### src/rtl/emit_seq_pkg.sv
package emit_seq_pkg;

    typedef enum logic [2:0] {
        ST_IDLE        = 3'd0,
        ST_ISOLATE     = 3'd1,
        ST_UNHOOK      = 3'd2,
        ST_DISCHARGE   = 3'd3,
        ST_DROP_SERIES = 3'd4,
        ST_REHOOK      = 3'd5,
        ST_RECHARGE    = 3'd6
    } seq_state_t;

endpackage

### src/rtl/phase_timer.sv
// Down-counter that sets how long each step lasts. It is loaded on every
// state change. expired is high in the last cycle of the step.
module phase_timer #(
    parameter int CW = 6
) (
    input  logic          clk,
    input  logic          rst_n,
    input  logic          load,
    input  logic [CW-1:0] load_val,
    output logic          expired
);
    logic [CW-1:0] cnt;

    always_ff @(posedge clk or negedge rst_n) begin
        if (!rst_n) begin
            cnt <= '0;
        end else if (load) begin
            cnt <= load_val;
        end else if (cnt != '0) begin
            cnt <= cnt - 1'b1;
        end
    end

    assign expired = (cnt == '0);
endmodule

### src/rtl/req_gate.sv
// Finds the rising edge of the request and flags edges that arrive while busy.
module req_gate (
    input  logic clk,
    input  logic rst_n,
    input  logic fire_req,
    input  logic busy,
    output logic rise,
    output logic overrun
);
    logic req_q;

    always_ff @(posedge clk or negedge rst_n) begin
        if (!rst_n) begin
            req_q   <= 1'b0;
            overrun <= 1'b0;
        end else begin
            req_q   <= fire_req;
            overrun <= rise && busy;
        end
    end

    assign rise = fire_req && !req_q;
endmodule

### src/rtl/emit_phase_seq.sv
module emit_phase_seq
    import emit_seq_pkg::*;
#(
    parameter int DEAD_TICKS     = 2,
    parameter int SERIES_TICKS   = 4,
    parameter int RECHARGE_TICKS = 30
) (
    input  logic clk,
    input  logic rst_n,
    input  logic fire_req,
    input  logic arm_en,
    output logic iso_on,
    output logic unhook_on,
    output logic series_on,
    output logic busy,
    output logic overrun
);
    localparam int MAX_A = (DEAD_TICKS > SERIES_TICKS) ? DEAD_TICKS : SERIES_TICKS;
    localparam int MAX_T = (MAX_A > RECHARGE_TICKS) ? MAX_A : RECHARGE_TICKS;
    localparam int CW    = $clog2(MAX_T + 1);

    localparam logic [CW-1:0] LD_DEAD   = CW'(DEAD_TICKS - 1);
    localparam logic [CW-1:0] LD_SERIES = CW'(SERIES_TICKS - 1);
    localparam logic [CW-1:0] LD_RECHG  = CW'(RECHARGE_TICKS - 1);

    seq_state_t    state, nxt;
    logic          fired;
    logic          rise;
    logic          expired;
    logic          load;
    logic [CW-1:0] load_val;

    req_gate u_gate (
        .clk     (clk),
        .rst_n   (rst_n),
        .fire_req(fire_req),
        .busy    (busy),
        .rise    (rise),
        .overrun (overrun)
    );

    phase_timer #(.CW(CW)) u_timer (
        .clk     (clk),
        .rst_n   (rst_n),
        .load    (load),
        .load_val(load_val),
        .expired (expired)
    );

    // Next-state logic
    always_comb begin
        nxt = state;
        unique case (state)
            ST_IDLE:        if (rise && arm_en) nxt = ST_ISOLATE;
            ST_ISOLATE:     if (expired) nxt = arm_en ? ST_UNHOOK : ST_IDLE;
            ST_UNHOOK:      if (expired) nxt = arm_en ? ST_DISCHARGE : ST_REHOOK;
            ST_DISCHARGE:   if (expired) nxt = ST_DROP_SERIES;
            ST_DROP_SERIES: if (expired) nxt = ST_REHOOK;
            ST_REHOOK:      if (expired) nxt = fired ? ST_RECHARGE : ST_IDLE;
            ST_RECHARGE:    if (expired) nxt = ST_IDLE;
            default:        nxt = ST_IDLE;
        endcase
    end

    // Step length for the state being entered
    always_comb begin
        load = (nxt != state);
        unique case (nxt)
            ST_DISCHARGE: load_val = LD_SERIES;
            ST_RECHARGE:  load_val = LD_RECHG;
            ST_IDLE:      load_val = '0;
            default:      load_val = LD_DEAD;
        endcase
    end

    // State register
    always_ff @(posedge clk or negedge rst_n) begin
        if (!rst_n) begin
            state <= ST_IDLE;
            fired <= 1'b0;
        end else begin
            state <= nxt;
            if (nxt == ST_DISCHARGE) begin
                fired <= 1'b1;
            end else if (nxt == ST_IDLE) begin
                fired <= 1'b0;
            end
        end
    end

    // Output decode
    always_comb begin
        iso_on    = 1'b0;
        unhook_on = 1'b0;
        series_on = 1'b0;
        busy      = 1'b1;
        unique case (state)
            ST_IDLE:        busy = 1'b0;
            ST_ISOLATE:     iso_on = 1'b1;
            ST_UNHOOK:      begin iso_on = 1'b1; unhook_on = 1'b1; end
            ST_DISCHARGE:   begin iso_on = 1'b1; unhook_on = 1'b1; series_on = 1'b1; end
            ST_DROP_SERIES: begin iso_on = 1'b1; unhook_on = 1'b1; end
            ST_REHOOK:      iso_on = 1'b1;
            ST_RECHARGE:    ;
            default:        busy = 1'b0;
        endcase
    end
endmodule

### config.mk
export PLATFORM = sky130hd
export DESIGN_NAME = emit_phase_seq
export DESIGN_NICKNAME = d
export VERILOG_FILES = /design/src/rtl/emit_seq_pkg.sv /design/src/rtl/phase_timer.sv /design/src/rtl/req_gate.sv /design/src/rtl/emit_phase_seq.sv
export SDC_FILE = /design/constraint.sdc
export NUM_CORES = 1
export LEC_CHECK = 0
export ABC_AREA = 1
export BUFFER_PORTS_ARGS = -buffer_cell sky130_fd_sc_hd__buf_2
export CAP_MARGIN = 5
export CORE_AREA = 2 2 46 48
export CTS_CLUSTER_DIAMETER = 50
export DETAILED_ROUTE_END_ITERATION = 6
export DIE_AREA = 0 0 48 50
export SLEW_MARGIN = 20
export SYNTH_ARGS = -nofsm -noshare
export SYNTH_HDL_FRONTEND = slang
export SYNTH_SLANG_ARGS = --single-unit
export TNS_END_PERCENT = 20
### constraint.sdc
create_clock -name clk -period 2.9 [get_ports clk]
set_input_delay 0.145 -clock clk [delete_from_list [all_inputs] [get_ports clk]]
set_output_delay 0.145 -clock clk [all_outputs]
set_load 0.005 [all_outputs]
==> impl_metrics.tcl <==
set metrics [dict create \
    critPathMaxStageDelay_ps 380 \
    rr_endpoint "u_timer.cnt[2]" \
    dieArea_mm2 0.00240 \
    seq_area_um2 275 \
    gr-total-overflow 0 \
    n_fill_cell 194 \
    gp_congestion 0.834 \
    grt_pass1_wl_mm 2.64 \
    cts_setup_buffers 0 \
    hold_violations 0 \
    avgRoutedWirePerCell_um 10.9 \
    p_leak_nw 0.526 \
    startpoint_type "register" \
    initial_core_util 0.432 \
    cp.depth 11 \
    status "complete, no violations" \
    placed_cells 136 \
    slowest_stage "dfrtp_1" \
    antenna_found_initial 0 \
    synthTopCellsByArea "dfrtp_1 (34%), nand2_1 (10%), nand3_1 (5.5%)" \
    vias 713 \
    stdcell_count 142 \
    tightestPinTransition_ps 433 \
    nNetsFinal 122 \
    synth_seq_cells 11 \
    cts-root-buf "clkbuf_4" \
    reg2reg_from "u_timer.cnt[0]" \
    clock_path_buffers 2 \
    multi_input_area_um2 474 \
    path_clk_slew_ps 70 \
    drv_slew 0 \
    clk_latency_ps 260 \
    power_w 0.000631 \
    drive_above_1_share 0.270 \
    first_pass_iters 4 \
    synth_top_cell_by_area "dfrtp_1" \
    p_per_area_mw_per_mm2 684 \
    postSynthAreaPerCell_um2 7.97 \
    grt_pass1_vias 616 \
    post-route-min-period_ps 1760 \
    grt_use_total 0.150 \
    cp-endpoint "u_timer.cnt[2]" \
    path_buf_inv 2 \
    ant_nets 0 \
    setup_viol 0 \
    path_class "reg2reg" \
    dieWidth_um 48 \
    cp.required_ps 3040 \
    cp_max_fo 9 \
    holdBufCountCts 2 \
    routed_wl_mm 1.54 \
    yosysWarnings 0 \
    min_path_type "in2async" \
    grt_max_degree 13 \
    timing.slew.headroom 0.711 \
    p_switching_w 0.000259 \
    ios 9 \
    die_h_um 50 \
    core.rowCount 16 \
    syn_nets 109 \
    core_area_mm2 0.00190 \
    portBuffers 8 \
    vdd_drop_max_uv 343 \
    finalClockSkew_ps 3.25 \
    rrSetupSlack_ps 1140 \
    clock.fmax_mhz 567 \
    cp.arrival_ps 1910 \
    critPathTopFamily "simple AND/OR/NAND/NOR gates" \
    finish.utilization 0.485 \
    ys_types 25 \
    syn_inst 103 \
    place_hpwl_mm 1.28 \
    drt_iter0_drc 23 \
    synth_top_area_share 0.335 \
    cts_sinks 11 \
    numCtsBuffers 3 \
    drv_cap 0 \
    p_int_w 0.000372 \
    drc 0 \
    crit_chain "inv_1 > ha_1 > inv_1 > nor2_4 > nand2_4 > nand3_1 > nand4_1 > nand2_2 > nand3_4 > nor2_4 > a21oi_1" \
    syn_to_final_growth_pct 12.3 \
    seqPwrFrac 0.359 \
    vias_per_cell 5.02 \
    cts_max_level 1 \
    switching_share 0.411 \
    cts_tree "yes" \
    synth.cell_area_um2 821 \
    clkPwrFrac 0.158 \
    rsz0062_at_grt "no" \
    n_antenna_cell 0 \
    tns_ps 0 \
    critPathCaptureType "register" \
    rr_worst_depth 11 \
    period_share 0.608 \
    startpoint "u_timer.cnt[0]" \
    cts_resized 0 \
    combPwrFrac 0.484 \
    ys_seq_area_frac 0.335 \
]
==> how the worst min path moves through the flow <==
stage	from	to	slack [ps]	cells after the start
CTS	rst_n	u_gate.overrun	270	2
floorplan	rst_n	fired	-150	0
finish	rst_n	u_gate.req_q	270	2
global route	rst_n	u_gate.req_q	280	2
global placement	rst_n	u_gate.req_q	20	1
detailed placement	rst_n	u_gate.overrun	20	1
==> per-stage QoR <==
stage	worst slack [ps]	hold slack (ps)	area, um2
final	1140	271	922
after global routing	993	279	922
after CTS	1140	272	922
after detailed placement	1150	23.4	876
after global placement	1190	19.9	876
after floorplan	1340	-151	821
==> sequential cells by signal, indices dropped and copies added, names as in the netlist <==
signal	count
u_gate.overrun	1
u_gate.req_q	1
fired	1
state	3
u_timer.cnt	5
==> cell families (layout without fill, tap and decap cells) <==
family          Yosys count  after routing  synth area share
simple gates             61             61             0.447
buf+inv                  16             28            0.0869
flops                    11             11             0.335
compound gates            9              9            0.0579
xor+xnor                  4              4            0.0427
fa+ha+maj                 2              2            0.0305
==> placed cells by master, fill, tap and decap left out <==
cell type	n
o211ai_1	1
nand3_2	4
nor2_1	3
o21ai_1	2
and2_1	1
nor2_4	3
nand2_2	5
a21oi_1	4
xor2_1	3
o21ai_0	2
inv_2	2
dfrtp_1	11
nand3_1	9
buf_2	8
nor2_2	1
inv_1	12
dlygate4sd3_1	2
nand4_1	5
nand3_4	2
xnor2_1	1
nor3_1	3
ha_1	2
or2_2	1
clkbuf_1	1
nand2_4	2
nand2_1	22
clkbuf_4	3
==> worst register-to-register path, delay by kind of cell, from the launching register on <==
| kind | cells | cell delay [ps] |
|---|---|---|
| adders and majority gates | 1 | 150 |
| and+or+nand+nor | 7 | 900 |
| DFF | 1 | 380 |
| buffers and inverters | 2 | 160 |
| AOI/OAI and AO/OA | 1 | 60 |
==> final cells by class <==
| class | instances | area share |
|---|---|---|
| clock buffer | 4 | 0.0285 |
| tap | 27 | 0.0366 |
| multi-input combinational | 76 | 0.514 |
| timing repair buffer | 10 | 0.0651 |
| sequential | 11 | 0.299 |
| inverter | 14 | 0.0570 |
==> layer usage <==
layer,part of all wire,GRT usage,vias up,wire length [um]
li1,-,-,363,-
met4,0.0039,0.0676,0,6
met3,0.042,0.0110,2,65
met5,0,0,-,0
met2,0.48,0.216,17,743
met1,0.47,0.221,331,727
==> cell usage after synthesis (all sizes together) <==
library cell / number
or2: 1
and2: 1
nand2: 29
xnor2: 1
nand4: 5
inv: 14
xor2: 3
nor3: 3
buf: 2
dfrtp: 11
o211ai: 1
o21ai: 4
nor2: 7
a21oi: 4
nand3: 15
ha: 2
==> power by group through the flow <==
stage	sequential [W]	clock, W	combinational (W)
after floorplan	0.000219	0	0.000255
after global placement	0.000228	0	0.000304
after detailed placement	0.000229	0	0.000305
after CTS	0.000226	0.000102	0.000309
after global routing	0.000230	0.000114	0.000348
final	0.000226	0.0000994	0.000305
Note: power is estimated with default switching activity, not from simulation.
